## src/rtl/xlat_pkg.sv

```systemverilog
package xlat_pkg;
   typedef enum logic [1:0] {
      ACC_READ  = 2'd0,
      ACC_WRITE = 2'd1,
      ACC_FETCH = 2'd2,
      ACC_RSVD  = 2'd3
   } acc_e;

   function automatic logic is_store(input logic [1:0] kind);
      return kind == ACC_WRITE;
   endfunction
endpackage

```

## src/rtl/xlat_match.sv

```systemverilog
module xlat_match #(
   parameter int N      = 8,
   parameter int VPN_W  = 20,
   parameter int ASID_W = 8
) (
   input  logic [N-1:0]             vld,
   input  logic [N-1:0][VPN_W-1:0]  tag_vpn,
   input  logic [N-1:0][ASID_W-1:0] tag_asid,
   input  logic [VPN_W-1:0]         key_vpn,
   input  logic [ASID_W-1:0]        key_asid,
   output logic [N-1:0]             match
);
   for (genvar g = 0; g < N; g++) begin : g_cmp
      assign match[g] = vld[g] && (tag_vpn[g] == key_vpn) && (tag_asid[g] == key_asid);
   end
endmodule

```

## src/rtl/xlat_victim.sv

```systemverilog
module xlat_victim #(
   parameter int N     = 8,
   parameter int IDX_W = 3
) (
   input  logic             clk,
   input  logic             rst_n,
   input  logic [N-1:0]     vld,
   input  logic             fill_go,
   output logic [IDX_W-1:0] pick
);
   logic [IDX_W-1:0] rr_q;
   logic             free_found;

   always_comb begin
      pick       = rr_q;
      free_found = 1'b0;
      for (int i = 0; i < N; i++) begin
         if (!vld[i] && !free_found) begin
            pick       = IDX_W'(i);
            free_found = 1'b1;
         end
      end
   end

   always_ff @(posedge clk) begin
      if (!rst_n) begin
         rr_q <= '0;
      end else if (fill_go && (&vld)) begin
         rr_q <= (rr_q == IDX_W'(N-1)) ? '0 : rr_q + 1'b1;
      end
   end

   // a free slot is always preferred over eviction
   a_r7_pick_free: assert property (@(posedge clk) disable iff (!rst_n)
      (fill_go && !(&vld)) |-> !vld[pick]);
   // a replacement with a full array steps the pointer by one
   a_r7_rr_step: assert property (@(posedge clk) disable iff (!rst_n)
      (fill_go && (&vld)) |=> (rr_q != $past(rr_q)));
endmodule

```

## src/rtl/xlat_cache.sv

```systemverilog
module xlat_cache
   import xlat_pkg::*;
#(
   parameter int VA_W   = 32,
   parameter int PA_W   = 32,
   parameter int OFF_W  = 12,
   parameter int N      = 8,
   parameter int ASID_W = 8
) (
   input  logic                  clk,
   input  logic                  rst_n,
   input  logic                  req_valid,
   input  logic [VA_W-1:0]       req_vaddr,
   input  logic [ASID_W-1:0]     req_asid,
   input  logic [1:0]            req_kind,
   input  logic                  fill_en,
   input  logic [VA_W-OFF_W-1:0] fill_vpn,
   input  logic [PA_W-OFF_W-1:0] fill_pfn,
   input  logic [ASID_W-1:0]     fill_asid,
   input  logic                  fill_writable,
   input  logic                  inv_all,
   input  logic                  inv_asid_en,
   input  logic [ASID_W-1:0]     inv_asid,
   output logic                  rsp_valid,
   output logic                  rsp_hit,
   output logic                  rsp_miss,
   output logic                  rsp_fault,
   output logic [PA_W-1:0]       rsp_paddr,
   output logic                  rsp_was_dirty,
   output logic                  rsp_was_ref
);
   localparam int VPN_W = VA_W - OFF_W;
   localparam int PFN_W = PA_W - OFF_W;
   localparam int IDX_W = $clog2(N);

   if (OFF_W >= VA_W || OFF_W >= PA_W) begin : g_bad_off
      $error("xlat_cache: page offset must be narrower than both addresses");
   end
   if (N < 2) begin : g_bad_n
      $error("xlat_cache: at least two entries are required");
   end

   logic [N-1:0]             vld_q, wr_q, dirty_q, ref_q;
   logic [N-1:0][VPN_W-1:0]  vpn_q;
   logic [N-1:0][PFN_W-1:0]  pfn_q;
   logic [N-1:0][ASID_W-1:0] asid_q;

   logic [N-1:0]     match;
   logic             hit_any;
   logic [IDX_W-1:0] hit_idx;
   logic [IDX_W-1:0] victim;
   logic             fill_go;
   logic             store;
   logic             look_hit;

   xlat_match #(.N(N), .VPN_W(VPN_W), .ASID_W(ASID_W)) u_match (
      .vld      (vld_q),
      .tag_vpn  (vpn_q),
      .tag_asid (asid_q),
      .key_vpn  (req_vaddr[VA_W-1:OFF_W]),
      .key_asid (req_asid),
      .match    (match)
   );

   always_comb begin
      hit_idx = '0;
      for (int i = N-1; i >= 0; i--) begin
         if (match[i]) hit_idx = IDX_W'(i);
      end
   end

   assign hit_any  = |match;
   assign store    = is_store(req_kind);
   assign look_hit = req_valid && hit_any;
   assign fill_go  = fill_en && !inv_all && !inv_asid_en;

   xlat_victim #(.N(N), .IDX_W(IDX_W)) u_victim (
      .clk     (clk),
      .rst_n   (rst_n),
      .vld     (vld_q),
      .fill_go (fill_go),
      .pick    (victim)
   );

   // response register
   always_ff @(posedge clk) begin
      if (!rst_n) begin
         rsp_valid     <= 1'b0;
         rsp_hit       <= 1'b0;
         rsp_miss      <= 1'b0;
         rsp_fault     <= 1'b0;
         rsp_paddr     <= '0;
         rsp_was_dirty <= 1'b0;
         rsp_was_ref   <= 1'b0;
      end else begin
         rsp_valid     <= req_valid;
         rsp_hit       <= look_hit;
         rsp_miss      <= req_valid && !hit_any;
         rsp_fault     <= look_hit && store && !wr_q[hit_idx];
         rsp_paddr     <= look_hit ? {pfn_q[hit_idx], req_vaddr[OFF_W-1:0]} : '0;
         rsp_was_dirty <= look_hit && dirty_q[hit_idx];
         rsp_was_ref   <= look_hit && ref_q[hit_idx];
      end
   end

   // entry state: lookup flags first, then invalidate / fill take precedence
   always_ff @(posedge clk) begin
      if (!rst_n) begin
         vld_q   <= '0;
         dirty_q <= '0;
         ref_q   <= '0;
      end else begin
         if (look_hit) begin
            ref_q[hit_idx] <= 1'b1;
            if (store && wr_q[hit_idx]) dirty_q[hit_idx] <= 1'b1;
         end
         if (inv_all) begin
            vld_q <= '0;
         end else if (inv_asid_en) begin
            for (int i = 0; i < N; i++) begin
               if (asid_q[i] == inv_asid) vld_q[i] <= 1'b0;
            end
         end else if (fill_en) begin
            vld_q[victim]   <= 1'b1;
            ref_q[victim]   <= 1'b0;
            dirty_q[victim] <= 1'b0;
         end
      end
   end

   always_ff @(posedge clk) begin
      if (fill_go) begin
         vpn_q[victim]  <= fill_vpn;
         pfn_q[victim]  <= fill_pfn;
         asid_q[victim] <= fill_asid;
         wr_q[victim]   <= fill_writable;
      end
   end

   // the fill source keeps keys unique, so at most one entry matches
   a_r1_single_match: assert property (@(posedge clk) disable iff (!rst_n)
      $onehot0(match));
   a_r1_hit_xor_miss: assert property (@(posedge clk) disable iff (!rst_n)
      rsp_valid |-> (rsp_hit != rsp_miss));
   a_r2_offset_kept: assert property (@(posedge clk) disable iff (!rst_n)
      rsp_hit |-> (rsp_paddr[OFF_W-1:0] == $past(req_vaddr[OFF_W-1:0])));
   a_r3_miss_zero: assert property (@(posedge clk) disable iff (!rst_n)
      rsp_miss |-> (rsp_paddr == '0));
   a_r4_rsp_follows: assert property (@(posedge clk) disable iff (!rst_n)
      req_valid |=> rsp_valid);
   a_r4_no_spurious: assert property (@(posedge clk) disable iff (!rst_n)
      !req_valid |=> !rsp_valid);
   a_r4_quiet_flags: assert property (@(posedge clk) disable iff (!rst_n)
      !rsp_valid |-> !(rsp_hit || rsp_miss || rsp_fault));
   a_r6_fault_on_hit: assert property (@(posedge clk) disable iff (!rst_n)
      rsp_fault |-> rsp_hit);
   a_r8_clear_all: assert property (@(posedge clk) disable iff (!rst_n)
      inv_all |=> (vld_q == '0));
   a_r10_fill_dropped: assert property (@(posedge clk) disable iff (!rst_n)
      (inv_all || inv_asid_en) |=> ($countones(vld_q) <= $countones($past(vld_q))));
endmodule

```

## config.mk

```make
export PLATFORM = sky130hd
export DESIGN_NAME = xlat_cache
export DESIGN_NICKNAME = d
export VERILOG_FILES = /design/src/rtl/xlat_pkg.sv /design/src/rtl/xlat_match.sv /design/src/rtl/xlat_victim.sv /design/src/rtl/xlat_cache.sv
export SDC_FILE = /design/constraint.sdc
export NUM_CORES = 1
export LEC_CHECK = 0
export ABC_AREA = 1
export CAP_MARGIN = 0
export CELL_PAD_IN_SITES_DETAIL_PLACEMENT = 1
export CELL_PAD_IN_SITES_GLOBAL_PLACEMENT = 2
export CORE_MARGIN = 8
export CORE_UTILIZATION = 42
export CTS_BUF_LIST = sky130_fd_sc_hd__clkbuf_8
export DETAILED_ROUTE_END_ITERATION = 10
export GPL_TIMING_DRIVEN = 0
export PLACE_DENSITY = 0.86
export REMOVE_ABC_BUFFERS = 1
export SETUP_SLACK_MARGIN = 0.4
export SLEW_MARGIN = 20
export SYNTH_ARGS = -nofsm -noshare
export SYNTH_HDL_FRONTEND = slang
export SYNTH_SLANG_ARGS = --single-unit
```

## constraint.sdc

```tcl
create_clock -name clk -period 9.7 [get_ports clk]
set_input_delay 1.455 -clock clk [delete_from_list [all_inputs] [get_ports clk]]
set_output_delay 1.455 -clock clk [all_outputs]
set_load 0.01 [all_outputs]
```

Word-level counts from Yosys, hierarchy flattened --
Cells that the tools add are included.
Word-level totals: register bits 457, bits in latches 0, memory bits (writable) 0, ROM bits 0, input bits 105, output and inout bits 38, word-level logic and storage cells 219, memories 0
Cells by class: add/subtract/negate cells 1, multipliers 0, div/mod/pow operators 0, $lt $le $gt $ge 4, eq/ne operators 34, shifts and indexed selects 0, multiplexer cells 65, bitwise operators 7, reduce and logical (&&, ||, !) cells 65
Operators with widths (count):
- $bwmux 160 | 2
- $eq 20x20->1 | 8
- $eq 8x8->1 | 16
- $mux 8 | 14
- $bwmux 64 | 1
- $bmux 20 s3 | 1
- $demux 20 s3 | 1
- $mux 3 | 17
- $mux 20 | 2
- $logic_and 1x1->1 | 35
- $demux 8 s3 | 1
- $or 8x8->8 | 3
- $mux 1 | 20
- $reduce_and 2->1 | 9
- $logic_not 1->1 | 17
- $and 8x8->8 | 2
- $ne 2x1->1 const B | 8
- $bmux 1 s3 | 3
- $bwmux 8 | 1
- $lt 3x4->1 const B | 2
- $not 8->8 | 1
- $reduce_and 8->1 | 1
- $reduce_or 8->1 | 1
- $demux 1 s3 | 2
- 7 further kinds | 8

Depth between registers and ports, before layout --
Gate-level depths: netlist of run 1.
depth in word-level cells 30, mapped depth 25, depth with buffers taken out 23

Cells and area by module --
From an unflattened synthesis of run 1, not the netlist that was laid out.
Unflattened totals: cell total of the unflattened synthesis 2219, area total of the unflattened synthesis 20734.9 um2
By module, submodules not included:
- xlat_cache | times used 1, cells each 1125, area each 16268.1 um2, seq. area each 13012.5 um2
- xlat_match | times used 1, cells each 1036, area each 4142.7 um2, seq. area each 0.0 um2
- xlat_victim | times used 1, cells each 58, area each 324.1 um2, seq. area each 60.1 um2

Least setup slack after synthesis of run 1 --
OpenSTA, ideal clock, no wires.
kind input to register, start point input port inv_asid_en, end point register asid_q[40] in the netlist's numbering, enable pin, setup time 0.456 ns, data arrival time 4.190 ns, required time 9.244 ns, slack 5.054 ns, cell stages on the path 6, buffers on the path 1, cells stage by stage inv_1 -> nand2_1 -> nor2_1 -> inv_1 -> clkbuf_1 -> nor2_1
On the way: longest elaborated chain between the ends 2
Ends and longest elaborated chain:
- start: declaration | RTL line xlat_cache.sv:22 | input logic inv_asid_en,
- $logic_not 1->1 | RTL line xlat_cache.sv:75 | assign fill_go = fill_en && !inv_all && !inv_asid_en;
- $logic_and 1x1->1 | RTL line xlat_cache.sv:75
- end signal: indexed assignment | RTL line xlat_cache.sv:135 | asid_q[victim] <= fill_asid;
- end: declaration | RTL line xlat_cache.sv:46 | logic [N-1:0][ASID_W-1:0] asid_q;
No other way between the ends. A chain may end at the register's enable or synchronous reset.

Worst setup path after layout of run 1 --
start point input port req_vaddr[24], end point register rsp_paddr[24]
On the way: longest elaborated chain between the ends 13, elaborated cells on any way between the ends 37, those cells by class 8 x eq/ne; 10 x mux; 19 x reduce/logical
Ends and longest elaborated chain:
- start: declaration | RTL line xlat_cache.sv:13 | input logic [VA_W-1:0] req_vaddr,
- $eq 20x20->1 | RTL line xlat_match.sv:14 | assign match[g] = vld[g] && (tag_vpn[g] == key_vpn) && (tag_asid[g] == key_asid);
- $logic_and 1x1->1 (2 in a row) | RTL line xlat_match.sv:14
- $mux 3 (8 in a row) | RTL line xlat_cache.sv:68 | if (match[i]) hit_idx = IDX_W'(i);
- $bmux 20 s3 | RTL line xlat_cache.sv:100 | rsp_paddr <= look_hit ? {pfn_q[hit_idx], req_vaddr[OFF_W-1:0]} : '0;
- $mux 20 (not written as such) | RTL line xlat_cache.sv:100
- end signal: assignment | RTL line xlat_cache.sv:100
- end: declaration | RTL line xlat_cache.sv:28 | output logic [PA_W-1:0] rsp_paddr,
Parallel ways exist; a longest one is shown, timed or not. The select of a mux whose other input is x is not followed.

==> results.py, run 1 <==
metrics = {
    "cts": {
        "cts-root-buf": "clkbuf_8",
        "postCtsSetupRepairBufs": 0,
        "cts_tree": "built",
        "clockBufferDepth": 3,
        "cts.repair.resized": 0,
        "clk_pin_slew_worst_paths_ns": 0.05,
        "cts_buffers": 82,
        "cts_hold_buffers": 0,
        "clk_latency_ns": 0.69,
        "h-tree-depth": 3,
        "clock-sinks": 457,
    },
    "placement": {
        "portBuffers": 142,
        "postPlaceCellArea_um2": 24140,
        "gp_congestion": 1.030,
        "dpl.hpwl_mm": 62.16,
        "dp_cells": 3084,
    },
    "grt": {
        "antenna_found_initial": 1,
        "grt_usage": 0.2734,
        "grt_pass1_wl_mm": 120.7,
        "grt_start_max_net_pins": 80,
        "grt_pass1_vias": 18111,
        "grt_remaining_overflow": 0,
    },
    "power_and_ir_drop": {
        "peakVddDrop_uv": 161.5,
        "p_leak_nw": 9.947,
        "p_per_area_nw_per_um2": 167.0,
    },
    "yosys": {
        "yosys-top-cells-area": "edfxtp_1 (54%), nand2_1 (10%), nor2_1 (6.1%)",
        "syn_area_um2": 21830,
        "seq_area_frac_synth": 0.5987,
        "yosysMostFrequentCell": "nand2_1",
        "yosys.area_share.simple": 0.2414,
        "synthTopCellsByCount": "nand2_1 (580), edfxtp_1 (392), nor2_1 (353)",
        "synth_top_flop_cell": "edfxtp_1",
        "avgSynthCellArea_um2": 9.431,
        "synth_top_area_cell": "edfxtp_1",
        "synth_mux_area_frac": 0,
        "async_flop_share": 0,
        "yosysUniqueCellTypes": 52,
        "ys_seq_elements": 457,
        "synth_compound_area_frac": 0.05960,
        "synth_adder_area_share": 0.001146,
        "yosys.area_share.xor_xnor": 0.03490,
        "yosysWarnings": 0,
        "syn_inst": 2315,
        "synth-edff-count": 392,
        "yosysTopAreaCellShare": 0.5391,
        "synth_top_family_by_area": "simple AND/OR/NAND/NOR gates",
    },
    "die": {
        "die_area_um2": 59540,
        "die_h_um": 244,
        "die_w_um": 244,
        "initial_core_util": 0.4247,
        "pin_count": 143,
        "row_count": 83,
        "core_um2": 51410,
    },
    "layout": {
        "final_nets": 2595,
        "n_antenna_cell": 0,
        "post-route-util": 0.5023,
        "final_area_um2": 25820,
        "areaGrowthSynthToFinish_pct": 18.26,
        "stdcell_count": 3233,
        "drive_above_1_share": 0.08108,
    },
    "critical_path": {
        "cp.required_ns": 10.27,
        "endpoint_kind": "register",
        "worstPathMaxFanout": 66,
        "cp_data_arrival_time_ns": 6.21,
        "reg2regPathDepth": 16,
        "path_class": "input pin to register",
        "start_kind": "input pin",
        "reg2reg_from": "asid_q[44]",
        "critPathLaunch": "req_vaddr[24]",
    },
    "route": {
        "antenna_left": 0,
        "viasPerCell": 5.543,
        "vias": 17921,
        "drtIter0Drc": 1882,
        "wl_per_cell_um": 25.61,
        "drt-total-wl_mm": 82.79,
        "dr.pass1.iters": 5,
        "drc": 0,
    },
    "worst_hold_path": {
        "hp-class": "register to register",
        "min_from": "dirty_q[1]",
        "whs_path_depth": 2,
    },
    "sta": {
        "final-setup-viol-count": 0,
        "clock_skew_ns": 0.05516,
        "final_hold_viol_count": 0,
        "tns_ns": 0,
        "whs_ns": 0.4623,
        "timing.final.crit_share": 0.5807,
        "timing.final.crit_period_ns": 5.633,
        "max_freq_mhz": 177.5,
        "worst_slew_pin_slew_ns": 0.8749,
        "slew_viol_final": 0,
        "rsz0062_at_grt": "no",
        "relSlewSlack": 0.4168,
    },
    "flow_run": {
        "max-cap-violations": 0,
    },
    "run_status": {
        "status": "finished clean",
    },
}
worst paths after layout:
kind              slack (ns)             to
hold reg to reg         0.46     dirty_q[1]
setup / recovery        4.07  rsp_paddr[24]
setup reg to reg        5.45  rsp_paddr[24]
hold / removal          0.46     dirty_q[1]
per-stage QoR:
stage,power (mW),worst slack [ns]
finish,4.312,4.067
global route,4.436,3.963
CTS,4.333,4.211
detailed placement,2.460,3.481
global placement,2.452,1.706
floorplan,2.289,5.161
logic make-up (layout without fill, tap and decap cells):
logic type,Yosys count,count (layout)
buf+inv,320,558
xor+xnor,87,87
fa+ha+maj,2,2
compound gates,228,228
simple gates,1221,1221
flops,457,457
cells in the final DEF (no fill, tap or decap), drive strengths merged, types with 2 or more instances in the layout:
cell           count
o221ai             4
o211ai             5
nand4             78
o22ai             12
nand3             59
xor2              21
nand3b            31
o21ba              2
nor2             360
clkbuf            89
o21bai             2
or2               38
buf               19
inv              289
bufinv             6
o31ai              2
clkinvlp           2
dfxtp             65
nor3              31
o41ai              3
edfxtp           392
o2111ai           12
nor3b             12
and2               5
and3               5
ha                 2
clkdlybuf4s50    142
a2111oi            5
a21oi             33
clkinv            11
o21ai            144
nand2            589
xnor2             66
nor4              11
sequential cells by signal, indices dropped and copies added, names as in the netlist:
signal and cells:
wr_q 8, rsp_was_ref 1, asid_q 64, pfn_q 160, u_victim.rr_q 3, ref_q 8, rsp_miss 1, vpn_q 160
rsp_valid 1, rsp_fault 1, vld_q 8, rsp_hit 1, dirty_q 8, rsp_paddr 32, rsp_was_dirty 1
final cells by class:
class,instances,area [um^2]
sequential,457,13070
tap,680,850.8
clock inverter,60,452.9
inverter,248,933.4
fill,5867,25580
timing repair buffer,161,1854
clock buffer,89,1225
multi-input combinational,1538,7432
power by group:
| group | internal [mW] | switching [mW] |
|---|---|---|
| sequential | 2.14 | 0.00382 |
| clock | 1.02 | 0.867 |
| combinational | 0.0884 | 0.196 |
metal layers:
metal / vias up / share of wire / global-route usage
li1: 8089 / - / -
met1: 8957 / 0.44 / 0.3830
met2: 745 / 0.44 / 0.4155
met3: 128 / 0.089 / 0.07162
met4: 2 / 0.028 / 0.07939
met5: - / 0.000085 / 0
worst max-delay path, cell delays in order:
cell	delay, ns
clkdlybuf4s50_1	0.82
xnor2_1	0.77
nand4_1	0.16
nor2_1	0.29
nand2_1	0.09
nor2_1	0.34
inv_1	0.07
nand2_1	0.07
nand2_1	0.12
nand2_1	0.09
nand2_1	0.06
nand2_2	0.48
nand2_4	0.63
o21ai_0	0.40
o21ai_1	0.11
nor2_1	0.15
nor2_1	0.05
(Power assumes the default switching activity.)
==> inputs of run 2 (changes only) <==
--- a/config.mk
+++ b/config.mk
@@ -10,11 +10,11 @@
 export CELL_PAD_IN_SITES_DETAIL_PLACEMENT = 1
 export CELL_PAD_IN_SITES_GLOBAL_PLACEMENT = 2
 export CORE_MARGIN = 8
-export CORE_UTILIZATION = 42
+export CORE_UTILIZATION = 35
 export CTS_BUF_LIST = sky130_fd_sc_hd__clkbuf_8
 export DETAILED_ROUTE_END_ITERATION = 10
 export GPL_TIMING_DRIVEN = 0
-export PLACE_DENSITY = 0.86
+export PLACE_DENSITY = 0.77
 export REMOVE_ABC_BUFFERS = 1
 export SETUP_SLACK_MARGIN = 0.4
 export SLEW_MARGIN = 20
==> constraint.sdc (replaced) <==
create_clock -name clk -period 4.7 [get_ports clk]
set_input_delay 0.705 -clock clk [delete_from_list [all_inputs] [get_ports clk]]
set_output_delay 0.705 -clock clk [all_outputs]
set_load 0.01 [all_outputs]
==> run 2 against run 1 <==
Compared with the run above:
- first-iteration DRC count is 24% lower
- power is 100% higher
- largest power group unchanged
- highest routed layer is now met4
- sequential power is 110% higher
- critical path type unchanged
- cell count is 4.9% higher
- routed wire length is 8.2% higher
==> results.py, run 2 (synthesized netlist as in run 1, its figures left out) <==
metrics = {
    "layout": {
        "layout_common_cells": "nand2_1 (577), edfxtp_1 (392), nor2_1 (345), inv_1 (245), clkdlybuf4s50_1 (127)",
        "layout_commonest_cell": "nand2_1",
        "reg.largest.list": "pfn_q (160), vpn_q (160), asid_q (64)",
        "final_nets": 2594,
        "areaGrowthSynthToFinish_pct": 18.60,
        "stdcell_count": 3391,
        "drive_above_1_share": 0.08154,
    },
    "route": {
        "viasPerCell": 5.206,
        "vias": 17652,
        "wl_per_cell_um": 26.42,
        "drtIter0Drc": 1438,
        "drt-total-wl_mm": 89.60,
        "dr.pass1.iters": 5,
        "antenna_left": 0,
        "drc": 0,
    },
    "placement": {
        "dp_cells": 3238,
        "dpl.hpwl_mm": 66.09,
        "gp_congestion": 0.9293,
        "portBuffers": 142,
    },
    "cts": {
        "clock-sinks": 457,
        "postCtsSetupRepairBufs": 0,
        "clk_latency_ns": 0.71,
        "cts_buffers": 84,
        "cts-root-buf": "clkbuf_8",
        "clk_pin_slew_worst_paths_ns": 0.05,
        "h-tree-depth": 3,
        "clockBufferDepth": 3,
        "cts.repair.resized": 10,
        "cts_tree": "built",
        "cts_hold_buffers": 0,
    },
    "power_and_ir_drop": {
        "p_leak_nw": 9.937,
        "peakVddDrop_uv": 205.4,
        "finalPower_mw": 8.720,
        "p_per_area_nw_per_um2": 336.8,
    },
    "die": {
        "initial_core_util": 0.3538,
        "pin_count": 143,
        "row_count": 91,
        "die_h_um": 265.8,
        "die_w_um": 265.8,
        "die_area_um2": 70630,
        "core_um2": 61710,
    },
    "sta": {
        "max_freq_mhz": 240.4,
        "final-setup-viol-count": 0,
        "relSlewSlack": 0.3629,
        "clock_skew_ns": 0.04934,
        "slew_viol_final": 0,
        "timing.final.crit_share": 0.8850,
        "final_hold_viol_count": 0,
        "timing.final.crit_period_ns": 4.160,
        "rsz0062_at_grt": "no",
        "worst_slew_pin_slew_ns": 0.9557,
        "tns_ns": 0,
    },
    "grt": {
        "grt_pass1_vias": 18157,
        "grt_start_max_net_pins": 80,
        "grt_remaining_overflow": 0,
        "grt_pass1_wl_mm": 128.1,
        "grt_usage": 0.2512,
        "antenna_found_initial": 3,
    },
    "worst_hold_path": {
        "whs_path_depth": 2,
        "hp-class": "register to register",
        "min_from": "dirty_q[0]",
        "holdPathEnd": "dirty_q[0]",
    },
    "critical_path": {
        "endpoint_kind": "register",
        "regToRegSetupSlack_ns": 0.99,
        "worstPathMaxFanout": 66,
        "start_kind": "input pin",
        "cp.required_ns": 5.32,
        "path_class": "input pin to register",
        "cp_data_arrival_time_ns": 4.78,
        "r2r-end": "rsp_was_dirty",
        "reg2regPathDepth": 17,
        "reg2reg_from": "vpn_q[118]",
    },
    "flow_run": {
        "max-cap-violations": 0,
    },
    "run_status": {
        "status": "finished clean",
    },
}
[run 2: cell types whose count changed in the layout (fill, tap and decap cells not counted), sizes merged, moves of 5 or more]
cell,change
bufinv,-5
clkbuf,+5
clkdlybuf4s50,-15
clkinv,+24
dlymetal6s2s,+9
inv,-20
[run 2: cell type report]
class	instances	area, um^2
timing repair buffer	158	1780
sequential	457	13070
tap	837	1047
clock buffer	92	1266
clock inverter	58	316.6
multi-input combinational	1538	7463
inverter	248	939.7
antenna	3	7.507
fill	7073	35820
[run 2: per-layer routing]
metal / track usage / up-vias / wire length, um
li1: - / 8112 / -
met1: 0.3455 / 8814 / 39540
met4: 0.06535 / 0 / 2308
met5: 0 / - / 0
met2: 0.4086 / 592 / 41530
met3: 0.04355 / 134 / 6223
[run 2: power breakdown]
group / switching (mW) / leakage, nW / internal [mW]
logic: 0.428 / 5.00 / 0.178
registers: 0.00879 / 4.06 / 4.42
clock network: 1.82 / 0.886 / 1.87
total: 2.25 / 9.94 / 6.47
[run 2: stage by stage]
stage | worst slack (ns) | area (um^2) | utilization | hold WS (ns)
2_1_floorplan | 0.7168 | 21370 | - | 0.4264
3_3_place_gp | -2.828 | 23830 | 0.3862 | 0.4405
3_5_place_dp | -1.073 | 24260 | 0.3931 | 0.4483
4_1_cts | 0.4060 | 25850 | 0.4189 | 0.4564
5_1_grt | 0.4058 | 25890 | 0.4195 | 0.4743
6_report | 0.5404 | 25890 | 0.4196 | 0.4556
[run 2: how the worst max path moves through the flow]
| stage | cells after the start | slack [ns] | endpoint | start |
|---|---|---|---|---|
| detailed placement | 20 | -1.07 | rsp_paddr[27] | req_vaddr[14] |
| global placement | 6 | -2.83 | vpn_q[107] | inv_asid_en |
| floorplan | 12 | 0.72 | asid_q[24] | vld_q[3] |
| finish | 21 | 0.54 | rsp_was_dirty | req_asid[2] |
| global route | 21 | 0.41 | rsp_was_dirty | req_asid[2] |
| CTS | 17 | 0.41 | rsp_paddr[16] | req_vaddr[19] |
[run 2: critical path, cell delays in order]
cell and delay, ns:
dlygate4sd2_1 0.73, inv_1 0.45, nand2_1 0.19, nand2_1 0.06, inv_1 0.05, nand4_1 0.07
nor2_1 0.19, nand2_1 0.07, nor2_1 0.37, inv_1 0.08, nand2_1 0.08, nand2_1 0.13
nand2_1 0.13, nand2_1 0.09, nand2_4 0.29, nand2_8 0.38, inv_2 0.25, a21oi_1 0.06
nor2_1 0.14, nand2_1 0.08, nor2_1 0.09
==> inputs of run 3 (changes only) <==
--- a/config.mk
+++ b/config.mk
@@ -7,14 +7,12 @@
 export LEC_CHECK = 0
 export ABC_AREA = 1
 export CAP_MARGIN = 0
-export CELL_PAD_IN_SITES_DETAIL_PLACEMENT = 1
-export CELL_PAD_IN_SITES_GLOBAL_PLACEMENT = 2
 export CORE_MARGIN = 8
-export CORE_UTILIZATION = 35
+export CORE_UTILIZATION = 54
 export CTS_BUF_LIST = sky130_fd_sc_hd__clkbuf_8
 export DETAILED_ROUTE_END_ITERATION = 10
 export GPL_TIMING_DRIVEN = 0
-export PLACE_DENSITY = 0.77
+export PLACE_DENSITY = 0.76
 export REMOVE_ABC_BUFFERS = 1
 export SETUP_SLACK_MARGIN = 0.4
 export SLEW_MARGIN = 20
==> run 3 against run 2 <==
Compared with the run above:
- maximum frequency decreased by 0.17%
- register-to-register slack worse by 0.05 ns
- die area shrank 33%
- largest cell class unchanged
- critical path depth shrank 4
==> results.py, run 3 (synthesized netlist as in run 1, its figures left out) <==
metrics = {
    "run_status": {
        "status": "finished clean",
    },
    "power_and_ir_drop": {
        "finalPower_mw": 8.509,
        "peakVddDrop_uv": 263.8,
        "p_per_area_nw_per_um2": 334.3,
        "p_leak_nw": 9.890,
    },
    "critical_path": {
        "cpMostUsedCell": "nand2_1",
        "reg2regPathDepth": 16,
        "critPathTopFamily": "simple AND/OR/NAND/NOR gates",
        "slowest_stage": "xnor2_1",
        "worstPathMaxFanout": 33,
        "r2r-end": "rsp_paddr[14]",
        "endpoint_kind": "register",
        "cp.required_ns": 5.19,
        "cp.buffers_inverters": 2,
        "regToRegSetupSlack_ns": 0.94,
        "start_kind": "input pin",
        "reg2reg_from": "asid_q[32]",
        "cp_data_arrival_time_ns": 4.66,
        "max_stage_delay_ns": 0.88,
        "worstPathCellList": "clkdlybuf4s50_1 -> xnor2_1 -> nand3_1 -> nor4_1 -> nand2_1 -> nor2_1 -> inv_1 -> nand2_1 -> nand2_1 -> nand2_1 -> nand2_4 -> nand2_4 -> nand2_1 -> nand3_1 -> nand2_1 -> nor2_1 -> nor2_1",
        "path_class": "input pin to register",
    },
    "route": {
        "dr.pass1.iters": 6,
        "viasPerCell": 5.858,
        "drtIter0Drc": 2482,
        "wl_per_cell_um": 25.78,
        "antenna_left": 0,
        "vias": 17979,
        "drt-total-wl_mm": 79.13,
        "drc": 0,
    },
    "sta": {
        "setup_slack_ns": 0.5333,
        "timing.final.crit_period_ns": 4.167,
        "clock_skew_ns": 0.04618,
        "final_hold_viol_count": 0,
        "max_freq_mhz": 240.0,
        "relSlewSlack": 0.3649,
        "whs_ns": 0.4563,
        "timing.final.crit_share": 0.8865,
        "slew_viol_final": 0,
        "final-setup-viol-count": 0,
        "worst_slew_pin_slew_ns": 0.9458,
        "rsz0062_at_grt": "no",
        "tns_ns": 0,
    },
    "flow_run": {
        "max-cap-violations": 0,
    },
    "placement": {
        "dp_cells": 2926,
        "gp_congestion": 1.022,
        "portBuffers": 142,
        "place_ws_ns": -0.7479,
        "dpl.hpwl_mm": 57.27,
    },
    "grt": {
        "grt_start_max_net_pins": 80,
        "grt_pass1_wl_mm": 112.1,
        "grt_remaining_overflow": 0,
        "grt_pass1_vias": 16908,
        "antenna_found_initial": 4,
        "grt_usage": 0.3270,
    },
    "layout": {
        "reg.largest.list": "pfn_q (160), vpn_q (160), asid_q (64)",
        "fillerInstances": 3202,
        "multi_input_area_um2": 7482,
        "final_nets": 2588,
        "drive_above_1_share": 0.08376,
        "layout_common_cells": "nand2_1 (577), edfxtp_1 (392), nor2_1 (344), inv_1 (249), clkdlybuf4s50_1 (131)",
        "layout_commonest_cell": "nand2_1",
        "areaGrowthSynthToFinish_pct": 16.56,
        "stdcell_count": 3069,
        "seq_area_um2": 13070,
    },
    "die": {
        "die_h_um": 217.1,
        "initial_core_util": 0.5483,
        "die_w_um": 217.1,
        "die_area_um2": 47120,
        "core_um2": 39820,
        "pin_count": 143,
        "row_count": 73,
    },
    "cts": {
        "clk_latency_ns": 0.66,
        "cts_buffers": 77,
        "cts_tree": "built",
        "clk_pin_slew_worst_paths_ns": 0.06,
        "cts_hold_buffers": 0,
        "h-tree-depth": 3,
        "clock-sinks": 457,
        "cts-root-buf": "clkbuf_8",
        "clockBufferDepth": 3,
    },
    "worst_hold_path": {
        "hp-class": "register to register",
        "holdPathEnd": "dirty_q[7]",
        "min_from": "dirty_q[7]",
        "whs_path_depth": 2,
    },
}
==> run 3: stage by stage <==
stage,area [um^2],util
2_1_floorplan,21370,-
3_3_place_gp,23440,0.5887
3_5_place_dp,23860,0.5992
4_1_cts,25410,0.6380
5_1_grt,25450,0.6391
6_report,25450,0.6391
==> run 3: area by class of cell <==
class	instances	share of cell area
Antenna cell	1	0.00009833
Sequential cell	457	0.5137
Multi-Input combinational cell	1539	0.2940
Clock buffer	92	0.04975
Clock inverter	49	0.009784
Inverter	248	0.03687
Tap cell	525	0.02581
Timing Repair Buffer	158	0.07001
==> run 3: worst max-delay path by stage <==
stage                       start            end  cells after the start
global route          req_asid[2]     dirty_q[5]                     15
CTS                 req_vaddr[26]  rsp_paddr[20]                     23
global placement      inv_asid_en     vpn_q[152]                      6
detailed placement  req_vaddr[31]  rsp_paddr[26]                     18
finish                req_asid[0]  rsp_paddr[14]                     17
floorplan                vld_q[3]     asid_q[24]                     12
==> run 3: metal layers <==
layer | up-vias | GRT usage | wire, um
li1 | 8096 | - | -
met4 | 2 | 0.1087 | 2761
met5 | - | 0 | 13
met1 | 8550 | 0.4709 | 32900
met2 | 1175 | 0.4683 | 33110
met3 | 156 | 0.09667 | 10350
==> run 3: repair_timing <==
item                                    4_1_cts  5_1_grt
pin swaps                                     0        1
gates cloned                                  0        1
resized for setup                            11       14
setup buffers                                 0        0
endpoints found under the setup margin       33       29
==> run 3: worst min-delay path, stage by stage, from the launching register on <==
cell and delay [ns]:
dfxtp_1 0.31, inv_1 0.05, a21oi_1 0.05
==> run 3: where the power goes <==
| part | switching [mW] | internal, mW |
|---|---|---|
| combinational | 0.408 | 0.179 |
| sequential | 0.00739 | 4.42 |
| clock | 1.66 | 1.84 |
